[src/rtl/intc_pkg.sv]
// Package: shared constants and reset-value computation for the interrupt
// controller. Assumes a byte-wide register space of 256 locations.
package intc_pkg;
    localparam int CTRL_W      = 8;
    localparam int CODE_W      = 5;
    localparam int LVL_W       = 3;
    localparam int VEC_W       = 8;
    localparam int CTRL_BASE   = 'h14;
    localparam int MASK_HI     = 'h36;
    localparam int MASK_LO     = 'h37;
    localparam int PEND_HI     = 'h3A;
    localparam int PEND_LO     = 'h3B;
    localparam int WDOG_VEC_AD = 'h42;
    localparam int VEC_A_AD    = 'h44;
    localparam int VEC_B_AD    = 'h45;
    localparam int AUTO_BASE   = 24;
    localparam int MIN_CODE    = 4;
    localparam int AUTO_BIT    = 7;
    localparam logic [VEC_W-1:0] DFLT_VEC = 8'h0F;

    // Reset value of the control register of source n (computed, not tabulated).
    function automatic logic [CTRL_W-1:0] ctrl_reset(input int n);
        if (n >= 1 && n <= 8)
            return CTRL_W'(((n > 7) ? 7 : n) * 4);
        else if (n >= 9 && n <= 11)
            return 8'h80;
        else
            return 8'h00;
    endfunction
endpackage

[src/rtl/intc_regs.sv]
// Register file: pending capture, mask, per-source control registers and
// the three programmable vector registers, with a byte-wide access port.
// Assumes NUM_SRC <= 15 so the mask/pending image fits in 16 bits.
module intc_regs
    import intc_pkg::*;
#(
    parameter int NUM_SRC = 13,
    parameter int ADDR_W  = 8
) (
    input  logic                 clk,
    input  logic                 rst_n,
    input  logic [NUM_SRC:1]     src_lvl,
    input  logic                 wr_en,
    input  logic [ADDR_W-1:0]    addr,
    input  logic [CTRL_W-1:0]    wdata,
    output logic [CTRL_W-1:0]    rdata,
    output logic [NUM_SRC:1]     pend,
    output logic [NUM_SRC:1]     mask,
    output logic [CTRL_W-1:0]    ctrl [1:NUM_SRC],
    output logic [VEC_W-1:0]     wdog_vec,
    output logic [VEC_W-1:0]     vec_a,
    output logic [VEC_W-1:0]     vec_b
);
    localparam int IMG_W = 16;

    int            addr_i;
    logic [IMG_W-1:0] mask_img;
    logic [IMG_W-1:0] pend_img;

    assign addr_i = int'(addr);

    // Pending bits follow the source levels every clock.
    always_ff @(posedge clk) begin
        if (!rst_n) pend <= '0;
        else        pend <= src_lvl;
    end

    // Mask bits: upper byte at MASK_HI, lower byte at MASK_LO.
    always_ff @(posedge clk) begin
        if (!rst_n) begin
            mask <= '1;
        end else if (wr_en) begin
            for (int b = 1; b <= NUM_SRC; b++) begin
                if (b >= 8 && addr_i == MASK_HI) mask[b] <= wdata[b-8];
                if (b < 8  && addr_i == MASK_LO) mask[b] <= wdata[b];
            end
        end
    end

    // Per-source control registers at CTRL_BASE + n - 1.
    always_ff @(posedge clk) begin
        for (int n = 1; n <= NUM_SRC; n++) begin
            if (!rst_n)
                ctrl[n] <= ctrl_reset(n);
            else if (wr_en && addr_i == CTRL_BASE + n - 1)
                ctrl[n] <= wdata;
        end
    end

    // Programmable vector registers.
    always_ff @(posedge clk) begin
        if (!rst_n) begin
            wdog_vec <= DFLT_VEC;
            vec_a    <= DFLT_VEC;
            vec_b    <= DFLT_VEC;
        end else if (wr_en) begin
            if (addr_i == WDOG_VEC_AD) wdog_vec <= wdata;
            if (addr_i == VEC_A_AD)    vec_a    <= wdata;
            if (addr_i == VEC_B_AD)    vec_b    <= wdata;
        end
    end

    // 16-bit images of mask and pending, source n at bit n.
    always_comb begin
        mask_img = '0;
        pend_img = '0;
        for (int b = 1; b <= NUM_SRC; b++) begin
            mask_img[b] = mask[b];
            pend_img[b] = pend[b];
        end
    end

    // Combinational read mux; unmapped bytes read as zero.
    always_comb begin
        rdata = '0;
        if (addr_i >= CTRL_BASE && addr_i < CTRL_BASE + NUM_SRC)
            rdata = ctrl[addr_i - CTRL_BASE + 1];
        else begin
            case (addr_i)
                MASK_HI:     rdata = mask_img[15:8];
                MASK_LO:     rdata = mask_img[7:0];
                PEND_HI:     rdata = pend_img[15:8];
                PEND_LO:     rdata = pend_img[7:0];
                WDOG_VEC_AD: rdata = wdog_vec;
                VEC_A_AD:    rdata = vec_a;
                VEC_B_AD:    rdata = vec_b;
                default:     rdata = '0;
            endcase
        end
    end
endmodule

[src/rtl/intc_arbiter.sv]
// Arbiter: picks the active source with the strictly largest priority code;
// ties keep the lower-numbered source. Flags a win only at or above MIN_CODE.
module intc_arbiter
    import intc_pkg::*;
#(
    parameter int NUM_SRC = 13,
    parameter int IDX_W   = $clog2(NUM_SRC + 1)
) (
    input  logic [NUM_SRC:1]   active,
    input  logic [CTRL_W-1:0]  ctrl [1:NUM_SRC],
    output logic               win_valid,
    output logic [IDX_W-1:0]   win_idx
);
    logic [CODE_W-1:0] best_code;

    // Linear scan in ascending source order; only a larger code replaces.
    always_comb begin
        best_code = '0;
        win_idx   = '0;
        for (int n = 1; n <= NUM_SRC; n++) begin
            if (active[n] && ctrl[n][CODE_W-1:0] > best_code) begin
                best_code = ctrl[n][CODE_W-1:0];
                win_idx   = IDX_W'(n);
            end
        end
        win_valid = (int'(best_code) >= MIN_CODE);
    end
endmodule

[src/rtl/intc_vecout.sv]
// Output stage: forms level and vector for the winner and registers them.
// Assumes win_ctrl is the winner's control register when win_valid is high.
module intc_vecout
    import intc_pkg::*;
#(
    parameter int NUM_SRC  = 13,
    parameter int IDX_W    = $clog2(NUM_SRC + 1),
    parameter int WDOG_SRC = 8,
    parameter int VEC_A_SRC = 12,
    parameter int VEC_B_SRC = 13
) (
    input  logic               clk,
    input  logic               rst_n,
    input  logic               win_valid,
    input  logic [IDX_W-1:0]   win_idx,
    input  logic [CTRL_W-1:0]  win_ctrl,
    input  logic [VEC_W-1:0]   wdog_vec,
    input  logic [VEC_W-1:0]   vec_a,
    input  logic [VEC_W-1:0]   vec_b,
    output logic [LVL_W-1:0]   irq_level,
    output logic [VEC_W-1:0]   irq_vector
);
    logic [LVL_W-1:0] lvl_nxt;
    logic [VEC_W-1:0] vec_nxt;
    logic [VEC_W-1:0] table_vec;

    // Explicit vector source for a non-autovectored winner.
    always_comb begin
        if (int'(win_idx) == WDOG_SRC)       table_vec = wdog_vec;
        else if (int'(win_idx) == VEC_A_SRC) table_vec = vec_a;
        else if (int'(win_idx) == VEC_B_SRC) table_vec = vec_b;
        else                                 table_vec = DFLT_VEC;
    end

    // Next level/vector: zero when nothing qualifies.
    always_comb begin
        lvl_nxt = '0;
        vec_nxt = '0;
        if (win_valid) begin
            lvl_nxt = win_ctrl[CODE_W-1:CODE_W-LVL_W];
            if (win_ctrl[AUTO_BIT]) vec_nxt = VEC_W'(AUTO_BASE) + VEC_W'(lvl_nxt);
            else                    vec_nxt = table_vec;
        end
    end

    // Output registers.
    always_ff @(posedge clk) begin
        if (!rst_n) begin
            irq_level  <= '0;
            irq_vector <= '0;
        end else begin
            irq_level  <= lvl_nxt;
            irq_vector <= vec_nxt;
        end
    end
endmodule

[src/rtl/prio_vec_intc.sv]
// Top: prioritized vectoring interrupt controller. Registers feed a
// combinational arbiter whose result is registered at the outputs.
// Assumes synchronous active-low reset and NUM_SRC <= 15.
module prio_vec_intc
    import intc_pkg::*;
#(
    parameter int NUM_SRC   = 13,
    parameter int ADDR_W    = 8,
    parameter int WDOG_SRC  = 8,
    parameter int VEC_A_SRC = 12,
    parameter int VEC_B_SRC = 13
) (
    input  logic                clk,
    input  logic                rst_n,
    input  logic [NUM_SRC:1]    src_lvl,
    input  logic                wr_en,
    input  logic [ADDR_W-1:0]   addr,
    input  logic [7:0]          wdata,
    output logic [7:0]          rdata,
    output logic [2:0]          irq_level,
    output logic [7:0]          irq_vector
);
    localparam int IDX_W = $clog2(NUM_SRC + 1);

    logic [NUM_SRC:1]   pend;
    logic [NUM_SRC:1]   mask;
    logic [NUM_SRC:1]   active;
    logic [CTRL_W-1:0]  ctrl [1:NUM_SRC];
    logic [VEC_W-1:0]   wdog_vec;
    logic [VEC_W-1:0]   vec_a;
    logic [VEC_W-1:0]   vec_b;
    logic               win_valid;
    logic [IDX_W-1:0]   win_idx;
    logic [CTRL_W-1:0]  win_ctrl;

    intc_regs #(.NUM_SRC(NUM_SRC), .ADDR_W(ADDR_W)) u_regs (
        .clk(clk), .rst_n(rst_n), .src_lvl(src_lvl),
        .wr_en(wr_en), .addr(addr), .wdata(wdata), .rdata(rdata),
        .pend(pend), .mask(mask), .ctrl(ctrl),
        .wdog_vec(wdog_vec), .vec_a(vec_a), .vec_b(vec_b)
    );

    // Unmasked pending sources.
    assign active = pend & ~mask;

    intc_arbiter #(.NUM_SRC(NUM_SRC), .IDX_W(IDX_W)) u_arb (
        .active(active), .ctrl(ctrl),
        .win_valid(win_valid), .win_idx(win_idx)
    );

    // Winner's control register, zero when no winner.
    always_comb begin
        win_ctrl = '0;
        for (int n = 1; n <= NUM_SRC; n++)
            if (int'(win_idx) == n) win_ctrl = ctrl[n];
    end

    intc_vecout #(
        .NUM_SRC(NUM_SRC), .IDX_W(IDX_W), .WDOG_SRC(WDOG_SRC),
        .VEC_A_SRC(VEC_A_SRC), .VEC_B_SRC(VEC_B_SRC)
    ) u_out (
        .clk(clk), .rst_n(rst_n), .win_valid(win_valid), .win_idx(win_idx),
        .win_ctrl(win_ctrl), .wdog_vec(wdog_vec), .vec_a(vec_a), .vec_b(vec_b),
        .irq_level(irq_level), .irq_vector(irq_vector)
    );
endmodule

[config.mk]
export PLATFORM = sky130hd
export DESIGN_NAME = prio_vec_intc
export DESIGN_NICKNAME = d
export VERILOG_FILES = /design/src/rtl/intc_pkg.sv /design/src/rtl/intc_regs.sv /design/src/rtl/intc_arbiter.sv /design/src/rtl/intc_vecout.sv /design/src/rtl/prio_vec_intc.sv
export SDC_FILE = /design/constraint.sdc
export NUM_CORES = 1
export LEC_CHECK = 0
export CAP_MARGIN = 10
export CORE_ASPECT_RATIO = 1.4
export CORE_UTILIZATION = 30
export CTS_BUF_LIST = sky130_fd_sc_hd__clkbuf_16
export DETAILED_ROUTE_END_ITERATION = 8
export PLACE_DENSITY = 0.53
export SYNTH_ARGS = -nofsm -noshare
export SYNTH_HDL_FRONTEND = slang
export SYNTH_HIERARCHICAL = 1
export SYNTH_SLANG_ARGS = --single-unit
export TNS_END_PERCENT = 1
[constraint.sdc]
create_clock -name clk -period 22.3 [get_ports clk]
set_input_delay 2.23 -clock clk [delete_from_list [all_inputs] [get_ports clk]]
set_output_delay 2.23 -clock clk [all_outputs]
set_load 0.02 [all_outputs]
-- Yosys cells after proc, flatten, opt, wreduce, memory -nomap -nowiden
Cells that the tools add are included.
- register bits: 165
- output and inout port bits: 19
- word-level logic and storage cells: 163
- $add $sub $neg: 3
- order comparisons: 17
- equal/unequal tests: 38
- mux-type cells: 48
- bitwise gates (word level): 3
- reduce and logical (&&, ||, !) cells: 33
- operators by type and width (operator ; number):
    $mux W8 ; 20
    $eq A8 B6 Y1 const B ; 16
    $mux W5 ; 13
    $gt A5 B5 Y1 ; 12
    $pmux W8 S7 ; 1
    $eq A8 B7 Y1 const B ; 6
    $add A32 B2 Y32 const B ; 1
    $bmux W8 S4 ; 1
    $eq A4 B4 Y1 const B ; 8
    $ge A32 B5 Y1 const B ; 1
    $not A32 Y32 ; 1
    $logic_and A1 B1 Y1 ; 27
    $eq A8 B8 Y1 const B ; 3
    $mux W4 ; 6
    $eq A4 B3 Y1 const B ; 4
    $and A13 B13 Y13 ; 1
    $not A13 Y13 ; 1
    $mux W3 ; 4
    $reduce_and A2 Y1 ; 6
    $sub A8 B5 Y9 const B ; 1
    $ge A8 B5 Y1 const B ; 1
    $lt A8 B6 Y1 const B ; 1
    $add A5 B3 Y6 const A ; 1
    $ge A5 B3 Y1 const B ; 1
    other kinds (4) ; 5

-- Depth between registers and ports, before layout
- depth after elaboration: 56
- mapped depth: 118
- mapped depth without buffers: 111

-- By module
The synthesis kept the hierarchy.
- by module, submodules not included (module ; times used ; cells each ; area an instance (µm²)):
    intc_regs ; 1 ; 849 ; 7263.2
    intc_arbiter ; 1 ; 434 ; 3014.1
    prio_vec_intc ; 1 ; 208 ; 1301.2
    intc_vecout ; 1 ; 62 ; 516.7

-- Worst setup path before layout
Ideal clock, no wire load.
- kind: flip-flop to flip-flop
- start point: reg u_regs/pend[1] in the netlist's numbering
- end point: reg u_out.irq_vector[5]
- arrival time: 19873 ps
- data required time: 22222 ps
- setup slack: 2349 ps
- stages on the path, launching flop included: 109
- path buffers: 7
- period minus slack after synthesis: 19951 ps
- cell sequence: dfxtp_1 > nor2b_1 > nand2_1 > ha_1 > a21o_1 > a221o_1 > and2_1 > o21ai_0 > inv_1 > ha_1 > nand3_1 > o21ai_0 > a21o_1 > mux2i_1 > ha_1 > a31oi_1 > o21ai_0 > o211a_1 > [... 73 more ...] > ha_1 > nor2b_1 > o21a_1 > o21a_1 > o21ai_0 > inv_1 > o221ai_1 > nand2_1 > a21oi_1 > buf_2 > buf_6 > a21boi_1 > o21ai_1 > o211ai_1 > o221ai_1 > and3b_1 > nand3b_1 > nor3_1
- RTL lines (what ; line ; text):
    start, declared ; intc_regs.sv:17 ; output logic [NUM_SRC:1] pend,
    start signal, assigned ; intc_regs.sv:35 ; else pend <= src_lvl;
    $and A13 B13 Y13 (*) ; prio_vec_intc.sv:44 ; assign active = pend & ~mask;
    net active (one bit) ; prio_vec_intc.sv:27 ; logic [NUM_SRC:1] active;
    $logic_and A1 B1 Y1 (*) ; intc_arbiter.sv:21 ; if (active[n] && ctrl[n][CODE_W-1:0] > best_code) begin
    $mux W5 (*) ; intc_arbiter.sv:21 ;
    $gt A5 B5 Y1 ; intc_arbiter.sv:21 ;
    $logic_and A1 B1 Y1 ; intc_arbiter.sv:21 ;
    $mux W5 ; intc_arbiter.sv:21 ;
    $gt A5 B5 Y1 ; intc_arbiter.sv:21 ;
    [... 30 more ...] ; n/a ;
    $logic_and A1 B1 Y1 ; intc_arbiter.sv:21 ;
    $mux W4 (*) ; intc_arbiter.sv:21 ;
    net win_idx[1] ; prio_vec_intc.sv:33 ; logic [IDX_W-1:0] win_idx;
    $eq A4 B2 Y1 ; prio_vec_intc.sv:55 ; if (int'(win_idx) == n) win_ctrl = ctrl[n];
    $mux W8 (12 in series) ; prio_vec_intc.sv:55 ;
    $mux W8 (*) ; prio_vec_intc.sv:55 ;
    net win_ctrl[7] ; prio_vec_intc.sv:34 ; logic [CTRL_W-1:0] win_ctrl;
    $mux W8 (*) ; intc_vecout.sv:41 ; if (win_ctrl[AUTO_BIT]) vec_nxt = VEC_W'(AUTO_BASE) + VEC_W'(lvl_nxt);
    end signal, assigned ; intc_vecout.sv:53 ; irq_vector <= vec_nxt;
    end, declared ; intc_vecout.sv:21 ; output logic [VEC_W-1:0] irq_vector
Mark *: on every way through the listed nets, which the timed path passes. The rest lies on a longest branch.
A chain may end at the register's enable or synchronous reset.

-- Final worst setup path
- start point: reg u_regs/pend[1] in the netlist's numbering
- end point: reg u_out.irq_vector[5]
- RTL lines (what ; line):
    $and A13 B13 Y13 (*) ; prio_vec_intc.sv:44
    net active (one bit) ; prio_vec_intc.sv:27
    $logic_and A1 B1 Y1 (*) ; intc_arbiter.sv:21
    $mux W5 (*) ; intc_arbiter.sv:21
    $gt A5 B5 Y1 ; intc_arbiter.sv:21
    $logic_and A1 B1 Y1 ; intc_arbiter.sv:21
    $mux W5 (*) ; intc_arbiter.sv:21
    $gt A5 B5 Y1 ; intc_arbiter.sv:21
    [... 30 more ...] ; n/a
    $logic_and A1 B1 Y1 ; intc_arbiter.sv:21
    $mux W4 (*) ; intc_arbiter.sv:21
    net win_idx[2] ; prio_vec_intc.sv:33
    $eq A4 B2 Y1 ; prio_vec_intc.sv:55
    $mux W8 (12 in series) ; prio_vec_intc.sv:55
    $mux W8 (*) ; prio_vec_intc.sv:55
    net win_ctrl[7] ; prio_vec_intc.sv:34
    $mux W8 (*) ; intc_vecout.sv:41
Marks and branches as above.

==> results.toml <==
[yosys]
synth_warnings = 6
postSynthAreaPerCell_um2 = 7.87
synth_fp_nets = 1557
syn_area_um2 = 11600
synthesis.instances = 1472

[power]
p_int_mw = 0.486
p_sw_mw = 0.181
peakVddDrop_v = 0.0000508
clkPwrFrac = 0.466
power_frac_seq = 0.446
p_per_area_nw_per_um2 = 50.9
p_leak_nw = 4.81
power.share.switching = 0.272
p_comb_frac = 0.088
totalPowerFinal_mw = 0.667

[timing]
timing.fmax_mhz = 47.5
skew_ns = 0.00957
whs_ns = 0.454
period_minus_slack_ns = 21.03
drv_slew = 0
finalSetupViolations = 0
relSlewSlack = 0.188
finalCritPeriodShare = 0.943
tightest_slew_ns = 1.21
setup_ws_ns = 1.27
hold_viol = 0

[worst_setup_path]
start_kind = "flip-flop"
end_kind = "flip-flop"
cp.depth = 109
critPathRequiredTime_ns = 22.67
cp_top_family = "compound AO/OA/AOI/OAI gates"
critPathMostFrequentCell = "ha_1"
crit_type = "reg -> reg"
slowest_delay_ns = 0.45
crit_arrival_ns = 21.41
crit_path_max_fanout = 27
worst_path_max_delay_cell = "or3b_2"
ff2ff_path_depth = 109
crit_buf_inv = 9

[route]
post-route-drc-count = 0
vias = 11200
highest_layer = "met4"
detail-route-antenna-nets = 0
first_pass_iters = 5
wl_met1_um = 16800
first_iter_violations = 767
dr_wl_met2_um = 21700
viasPerCell = 5.75
wl_met3_um = 1500
wirelength_um = 42100
wl_per_cell_um = 21.6

[global_routing]
grtUsageTotal = 0.213
grt_max_degree = 106
grt_pass1_wl_um = 63500
antenna_found_initial = 0
grt_overflow = 0
grt_pass1_vias = 10500

[floorplan]
initial_utilization = 0.306
dieArea_um2 = 39400
rows = 84
num_io_pins = 51
fp.dieH_um = 234
die_w_um = 168
coreArea_um2 = 37800

[layout]
diodes = 0
final_area_um2 = 13100
nNetsFinal = 1547
multi_input_area_um2 = 7660
areaGrowthSynthToFinish_pct = 13.1
layout-drive-gt1-share = 0.100
register_area_um2 = 3300
fillCellCount = 4037
final_util = 0.346

[clock_tree]
clock_latency_ns = 0.45
cts_made_buffers = 17
cts_buffer_depth = 2
cts_tree = "done"
clock_sinks = 165
htreeDepth = 4
ctsRootBufferMaster = "clkbuf_16"
hold_buffers = 0
clk_pin_slew_worst_paths_ns = 0.07

[status]
status = "finished, final reports clean"

[place]
placed_cell_area_um2 = 12200
pre_cts_ws_ns = -0.0268
port_buffers = 50
gpl.final_weighted_congestion = 0.913
hpwl_um = 29800

[min_path]
hold_depth = 2
hp-class = "reg -> reg"

[run]
cap_violations = 0
[placed cells by master, fill, tap and decap left out, types with 27 or more instances in the layout]
master / instances
nand3_1: 197
nor2b_1: 31
dfxtp_1: 165
ha_1: 52
a21boi_1: 73
inv_1: 53
clkdlybuf4s50_1: 49
a21oi_1: 33
mux2i_1: 53
and2_1: 30
o21ai_0: 31
nand2_1: 230
buf_4: 27
nor2_1: 60
[metal layers]
metal  global-route usage  up-vias
met5                    0        -
li1                     -     5277
met4                0.118        0
met3               0.0207       95
met1                0.241     5492
met2                0.392      341
[area by class of cell]
| cell class | instances | share of cell area |
|---|---|---|
| clock buffer | 17 | 0.0325 |
| clock inverter | 15 | 0.0142 |
| inverter | 54 | 0.0155 |
| multi-input combinational | 1144 | 0.585 |
| sequential | 165 | 0.252 |
| tap | 473 | 0.0452 |
| timing repair buffer | 80 | 0.0559 |
[repair_timing]
action | 4_1_cts | 5_1_grt
endpoints found under the setup margin | 3 | 11
gates cloned | 0 | 2
endpoints found under the hold margin | 0 | 0
buffers inserted | 0 | 11
gates resized for setup | 2 | 41
pin swaps | 0 | 11
[path summary, 6_finish.rpt]
kind / start / end / slack, ns
max: u_regs/pend[1] / u_out/irq_vector[5] / 1.27
min: u_regs/ctrl[69] / u_regs/ctrl[69] / 0.45
max reg2reg: u_regs/pend[1] / u_out/irq_vector[5] / 1.27
min reg2reg: u_regs/ctrl[69] / u_regs/ctrl[69] / 0.45
[worst register-to-register path: cells and delay by family, from the launching register on]
kind                       cells  cell delay (ns)
DFF                            1             0.34
muxes                          7             2.31
AOI/OAI and AO/OA             45             7.85
and+or+nand+nor               36             5.84
buffers and inverters          9             1.20
adders and majority gates     12             3.43
[power groups by stage]
stage / combinational, mW / clock, mW / sequential (mW)
2_1_floorplan: 0.0340 / 0 / 0.304
3_3_place_gp: 0.0574 / 0 / 0.304
3_5_place_dp: 0.0573 / 0 / 0.304
4_1_cts: 0.0576 / 0.315 / 0.298
5_1_grt: 0.0607 / 0.326 / 0.298
6_report: 0.0588 / 0.311 / 0.298
[flip-flops by register name, indices dropped and copies added, names as in the netlist]
signal / count
u_regs/ctrl: 104
u_regs/mask: 13
u_regs/pend: 13
u_out/irq_vector: 8
u_regs/vec_a: 8
u_regs/vec_b: 8
u_regs/wdog_vec: 8
u_out/irq_level: 3
[per-stage QoR]
step / std cells / TNS (ns)
after floorplan: 1472 / 0
after global placement: 1903 / 0
after detailed placement: 1903 / -0.0484
after CTS: 1935 / 0
after global routing: 1948 / -0.633
final: 1948 / 0
Power figures use the tool's default switching activity.
